--- src/rtl/ilk_pkg.sv ---
// Shared types for the interlock stall unit.
// Assumes producer and consumer flags of one instruction arrive together.
package ilk_pkg;

    typedef struct packed {
        logic reg_step;
        logic sfr_wr;
        logic flag_upd;
        logic flag_wr;
        logic sp_wr;
    } prod_t;

    typedef struct packed {
        logic ind_ram_rd;
        logic sfr_rd;
        logic flag_rd;
        logic sp_implicit;
        logic cond_br;
    } cons_t;

    localparam int unsigned NRULE = 5;
    localparam logic [1:0] MISALIGNED_LO = 2'b10;

endpackage

--- src/rtl/ilk_hazard_eval.sv ---
// Evaluates the one-instruction-back hazard rules and returns the largest
// matching penalty. Assumes prev holds the last accepted producer flags.
module ilk_hazard_eval
    import ilk_pkg::*;
#(
    parameter int unsigned CNT_W = 3,
    parameter logic [NRULE*CNT_W-1:0] PEN_VEC = '0
) (
    input  prod_t              prev,
    input  cons_t              cur,
    output logic [CNT_W-1:0]   pen
);

    logic [NRULE-1:0]             hit;
    logic [NRULE-1:0][CNT_W-1:0]  val;

    // Pair each producer with the consumer it blocks.
    always_comb begin
        hit[0] = prev.reg_step & cur.ind_ram_rd;
        hit[1] = prev.sfr_wr   & cur.sfr_rd;
        hit[2] = prev.flag_upd & cur.flag_rd;
        hit[3] = prev.sp_wr    & cur.sp_implicit;
        hit[4] = prev.flag_wr  & cur.cond_br;
    end

    // Mask each rule's penalty with its hit.
    for (genvar g = 0; g < NRULE; g++) begin : g_rule
        assign val[g] = hit[g] ? PEN_VEC[g*CNT_W +: CNT_W] : '0;
    end

    // Reduce by maximum over all rules.
    always_comb begin
        pen = '0;
        for (int i = 0; i < NRULE; i++) begin
            if (val[i] > pen) pen = val[i];
        end
    end

endmodule

--- src/rtl/ilk_align_eval.sv ---
// Branch-target alignment penalty of the current instruction alone.
// Assumes at most one of jump_std and jump_cached is set.
module ilk_align_eval
    import ilk_pkg::*;
#(
    parameter int unsigned CNT_W = 3,
    parameter int unsigned PEN_ALIGN = 2
) (
    input  logic             jump_std,
    input  logic             jump_cached,
    input  logic             tgt_wide,
    input  logic [1:0]       tgt_lo,
    input  logic             succ_wide,
    input  logic [1:0]       succ_lo,
    output logic [CNT_W-1:0] pen
);

    logic tgt_mis, succ_mis;

    // Decide the penalty from the target and successor placement.
    always_comb begin
        tgt_mis  = tgt_wide  && (tgt_lo  == MISALIGNED_LO);
        succ_mis = succ_wide && (succ_lo == MISALIGNED_LO);
        if ((jump_std && tgt_mis) || (jump_cached && tgt_mis && succ_mis))
            pen = CNT_W'(PEN_ALIGN);
        else
            pen = '0;
    end

endmodule

--- src/rtl/ilk_stall_ctr.sv ---
// Stall down-counter: loads on acceptance, then counts down to zero.
// Assumes load only arrives while the count is zero.
module ilk_stall_ctr #(
    parameter int unsigned CNT_W = 3
) (
    input  logic             clk,
    input  logic             rst_n,
    input  logic             load,
    input  logic [CNT_W-1:0] load_val,
    output logic [CNT_W-1:0] cnt,
    output logic             busy
);

    // Load the penalty or step the count toward zero.
    always_ff @(posedge clk) begin
        if (!rst_n)            cnt <= '0;
        else if (load)         cnt <= load_val;
        else if (cnt != '0)    cnt <= cnt - 1'b1;
    end

    // Busy while any state remains.
    assign busy = (cnt != '0);

endmodule

--- src/rtl/ilk_stall_unit.sv ---
// Top of the interlock stall detector. Accepts an instruction when idle,
// computes its stall from the stored producer flags and its own alignment,
// and records its producer flags. Assumes the flags are stable at issue.
module ilk_stall_unit
    import ilk_pkg::*;
#(
    parameter int unsigned CNT_W       = 3,
    parameter int unsigned PEN_STEP    = 1,
    parameter int unsigned PEN_SFR     = 1,
    parameter int unsigned PEN_FLAG_RD = 2,
    parameter int unsigned PEN_SP      = 2,
    parameter int unsigned PEN_COND    = 1,
    parameter int unsigned PEN_ALIGN   = 2
) (
    input  logic             clk,
    input  logic             rst_n,
    input  logic             issue_valid,
    input  logic             reg_step,
    input  logic             sfr_wr,
    input  logic             flag_upd,
    input  logic             flag_wr,
    input  logic             sp_wr,
    input  logic             ind_ram_rd,
    input  logic             sfr_rd,
    input  logic             flag_rd,
    input  logic             sp_implicit,
    input  logic             cond_br,
    input  logic             jump_std,
    input  logic             jump_cached,
    input  logic             tgt_wide,
    input  logic [1:0]       tgt_lo,
    input  logic             succ_wide,
    input  logic [1:0]       succ_lo,
    output logic [CNT_W-1:0] stall_cnt,
    output logic             stall_busy
);

    localparam logic [NRULE*CNT_W-1:0] PEN_VEC = {
        CNT_W'(PEN_COND), CNT_W'(PEN_SP), CNT_W'(PEN_FLAG_RD),
        CNT_W'(PEN_SFR),  CNT_W'(PEN_STEP)};

    prod_t            prev_q, cur_prod;
    cons_t            cur_cons;
    logic             accept;
    logic [CNT_W-1:0] pen_haz, pen_aln, pen_tot;

    // Gather the current flags into the shared types.
    always_comb begin
        cur_prod = '{reg_step: reg_step, sfr_wr: sfr_wr, flag_upd: flag_upd,
                     flag_wr: flag_wr, sp_wr: sp_wr};
        cur_cons = '{ind_ram_rd: ind_ram_rd, sfr_rd: sfr_rd, flag_rd: flag_rd,
                     sp_implicit: sp_implicit, cond_br: cond_br};
        accept   = issue_valid && !stall_busy;
    end

    ilk_hazard_eval #(.CNT_W(CNT_W), .PEN_VEC(PEN_VEC)) haz_i (
        .prev (prev_q),
        .cur  (cur_cons),
        .pen  (pen_haz)
    );

    ilk_align_eval #(.CNT_W(CNT_W), .PEN_ALIGN(PEN_ALIGN)) aln_i (
        .jump_std    (jump_std),
        .jump_cached (jump_cached),
        .tgt_wide    (tgt_wide),
        .tgt_lo      (tgt_lo),
        .succ_wide   (succ_wide),
        .succ_lo     (succ_lo),
        .pen         (pen_aln)
    );

    // Larger of the hazard and alignment penalties.
    assign pen_tot = (pen_haz > pen_aln) ? pen_haz : pen_aln;

    // Record producer flags only for accepted instructions.
    always_ff @(posedge clk) begin
        if (!rst_n)      prev_q <= '0;
        else if (accept) prev_q <= cur_prod;
    end

    ilk_stall_ctr #(.CNT_W(CNT_W)) ctr_i (
        .clk      (clk),
        .rst_n    (rst_n),
        .load     (accept),
        .load_val (pen_tot),
        .cnt      (stall_cnt),
        .busy     (stall_busy)
    );

endmodule

--- config.mk ---
export PLATFORM = sky130hd
export DESIGN_NAME = ilk_stall_unit
export DESIGN_NICKNAME = d
export VERILOG_FILES = /design/src/rtl/ilk_pkg.sv /design/src/rtl/ilk_hazard_eval.sv /design/src/rtl/ilk_align_eval.sv /design/src/rtl/ilk_stall_ctr.sv /design/src/rtl/ilk_stall_unit.sv
export SDC_FILE = /design/constraint.sdc
export NUM_CORES = 1
export LEC_CHECK = 0
export BUFFER_PORTS_ARGS = -buffer_cell sky130_fd_sc_hd__clkbuf_2
export CELL_PAD_IN_SITES_DETAIL_PLACEMENT = 1
export CELL_PAD_IN_SITES_GLOBAL_PLACEMENT = 2
export CORE_ASPECT_RATIO = 0.7
export CORE_MARGIN = 2
export CORE_UTILIZATION = 24
export DETAILED_ROUTE_END_ITERATION = 7
export GPL_TIMING_DRIVEN = 0
export PLACE_DENSITY = 0.87
export RECOVER_POWER = 25
export SLEW_MARGIN = 20
export SYNTH_ARGS = -nofsm -noshare
export SYNTH_HDL_FRONTEND = slang
export SYNTH_SLANG_ARGS = --single-unit
--- constraint.sdc ---
create_clock -name clk -period 2.16 [get_ports clk]
set_input_delay 0.324 -clock clk [delete_from_list [all_inputs] [get_ports clk]]
set_output_delay 0.324 -clock clk [all_outputs]
set_load 0.005 [all_outputs]
==> run_results.csv <==
group,metric,value,unit
sta,worst_pin_slew,0.3656,ns
setup_path,crit_buf_inv,1,
setup_path,worstSetupStartpointType,"flop",
sta,final-setup-viol-count,0,
route,drcViolationCount,0,
synth,ys.warnings.count,0,
sta,finalSetupTns,0,ns
sta,hold_violations,0,
setup_path,cp_max_fo,3,
route,wl,1.408,mm
sta,fmax,0.4901,GHz
place,dp_hpwl,1.179,mm
pwr,intPower,0.4238,mW
pwr,ir_worst_vdd,0.0005692,V
synth,synth_fp_nets,94,
sta,rsz0062_at_grt,"no",
final_layout,fill_cells,291,
pwr,p_clk_frac,0.165,
cts,numCtsBuffers,3,
final_layout,antennaDiodeCount,0,
setup_path,required,2.30,ns
synth,synth_seq_area_share,0.2916,
final_layout,nets,122,
global_routing,use_met3,0.05263,
setup_path,cp_data_arrival_time,2.18,ns
global_routing,grt_pass1_wl,2.339,mm
run_status,outcome,"finished, final reports clean",
place,dp.cells,122,
setup_path,critical-path-top-delay-family,"adder cells",
final_layout,fin_util,0.3391,
pwr,switchingPower,0.2710,mW
final_layout,seq_area,161.4,µm²
cts,cts_root_buf,"clkbuf_4",
cts,htree_levels,1,
run,maxCapViolCount,0,
sta,final.period_utilization,0.9446,
setup_path,path_class,"flop to flop",
pwr,pwr-share-seq,0.323,
sta,slew_headroom,0.7563,
die,placementRows,14,
sta,finalWorstSetupSlack,0.1197,ns
route,wire_per_inst,11.26,µm
die,ioPinCount,25,
setup_path,slowest_stage,"dfxtp_2",
cts,cts.path.max_buffers,2,
setup_path,end_kind,"flop",
route,detail-route-antenna-nets,0,
die,dieHeight,44.03,µm
cts,post_cts_buffers,0,
final_layout,area_growth,33.03,%
route,first_iter_violations,7,
synth,ys_ff_latch,8,
synth,netlist_area,549.3,µm²
global_routing,grt_use_total,0.1252,
cts,clock_latency,0.26,ns
synth,synth.avg_cell_area,8.198,µm²
sta,slew_viol_final,0,
pwr,p_per_area,951.0,nW/µm²
global_routing,use_met2,0.1915,
global_routing,antenna_found_initial,0,
place,dpl_worst_slack,-0.1086,ns
global_routing,overflow,0,
synth,postSynthCellCount,67,
sta,period_needed,2.040,ns
die,fp.dieArea,2693,µm²
cts,clkSinkCount,8,
sta,fin_skew,0.002485,ns
global_routing,first_global_vias,549,
global_routing,grt.busiest_layer,"met2",
global_routing,met1_usage,0.1550,
route,viasPerCell,4.336,
setup_path,path_cells,"and2_4 > inv_1 > ha_1 > nor2b_2 > mux2i_1 > o21ai_1 > ha_1 > o211a_1 > o21ai_1 > a21oi_1",
place,portBuffers,23,
synth,ys_top_cells_by_area,"dfxtp_1 29%, ha_1 14%, a21boi_0 6.8%, nand2_1 6.2%, nand3_1 4.6%",
synth,synth_top_area_frac,0.2916,
min_path,hold_path_class,"input port to flop",
final_layout,layout-drive-gt1-share,0.3656,
final_layout,fin_cells,125,
pwr,fin_total_pwr,0.6949,mW
route,firstDrtPassIters,4,
pwr,p_leak,0.3346,nW
final_layout,multiInputGateArea,359.1,µm²
synth,synth_area_leader_cell,"dfxtp_1",
die,start_util,0.2549,
place,place_congestion,0.6701,
pwr,p_sw_frac,0.3901,
cts,clkTransAtPathRegs,0.05,ns
die,die_w,61.18,µm
cts,cts_tree,"done",
die,core-area,2155,µm²
global_routing,grt_max_degree,11,
setup_path,critPathMaxStageDelay,0.32,ns
route,route.vias.total,542,
pwr,combPwrFrac,0.513,
synth,ys_types,25,
==> cells in the mapped netlist <==
library cell and number:
nand2_2 1, ha_1 6, nor2b_2 1, and2_1 2, mux2i_1 2, nor3_2 1, nor2_1 4, dfxtp_1 8
a22oi_1 1, buf_6 1, inv_1 4, and4b_1 1, a21boi_0 5, inv_2 1, buf_2 1, o211a_1 2
nand2_1 9, nand4bb_1 1, nor2b_1 2, a21oi_1 3, nand3_1 5, o21ai_1 2, or2_2 1, o21ai_0 2
o211ai_1 1
==> state kept, by name (all words and copies together) (netlist names) <==
name	count
prev_q	5
ctr_i.cnt	3
==> final timing paths <==
kind	depth (start not counted)	start	endpoint	slack [ns]
setup reg to reg	10	prev_q[2]	ctr_i.cnt[0]	0.12
setup / recovery	10	prev_q[2]	ctr_i.cnt[0]	0.12
hold / removal	3	sp_wr	prev_q[0]	0.31
hold reg to reg	2	prev_q[0]	prev_q[0]	0.46
==> layout make-up <==
class	instances	area share
Clock buffer	3	0.03082
Buffer	2	0.02226
Sequential cell	8	0.2209
Inverter	5	0.02568
Multi-Input combinational cell	52	0.4914
Tap cell	32	0.05479
Timing Repair Buffer	23	0.1541
==> repair_timing <==
action | CTS | global route
setup endpoints to repair | 1 | 1
gates resized for setup | 1 | 3
hold endpoints to repair | 0 | 0
pin swaps | 0 | 1
hold buffers | 0 | 0
==> power groups by stage <==
stage	sequential, mW	clock (mW)	combinational [mW]
after CTS	0.225	0.120	0.367
after global placement	0.227	0	0.349
final	0.224	0.114	0.356
after floorplan	0.221	0	0.252
after detailed placement	0.228	0	0.365
after global routing	0.231	0.130	0.411
==> routing by layer <==
metal | vias to the layer above | wire length [µm]
met2 | 11 | 646
met5 | - | 0
li1 | 285 | -
met3 | 4 | 74
met4 | 0 | 21
met1 | 242 | 666
==> worst reg2reg max path, cell delays in order, from the launching register on <==
cell and delay [ns]:
dfxtp_2 0.32, and2_4 0.14, inv_1 0.04, ha_1 0.27, nor2b_2 0.13, mux2i_1 0.23
o21ai_1 0.13, ha_1 0.30, o211a_1 0.21, o21ai_1 0.11, a21oi_1 0.05
==> placed cells by master (no fill, tap or decap), types with 2 or more instances in the layout <==
cell	n
clkbuf_1	2
nand3_1	5
o211a_1	2
inv_1	4
a21boi_0	5
o21ai_1	3
clkbuf_2	21
nor2b_2	2
a21oi_1	3
dfxtp_1	7
mux2i_1	2
ha_1	6
nor2_1	4
nand2_1	9
clkbuf_4	3
==> kinds of logic after synthesis <==
logic type	after synthesis	synth area share
AO/OA/AOI/OAI	16	0.1959
flip-flops	8	0.2916
buffers and inverters	7	0.06376
adder cells (fa/ha/maj)	6	0.1367
multiplexers	2	0.03645
AND/OR/NAND/NOR	28	0.2756
==> stage by stage <==
stage | cell area, µm² | hold WS, ns
global route | 730.7 | 0.3106
floorplan | 549.3 | 0.4388
detailed placement | 704.4 | 0.4597
CTS | 726.9 | 0.3086
finish | 730.7 | 0.3090
global placement | 704.4 | 0.4528
Power figures use the tool's default switching activity.
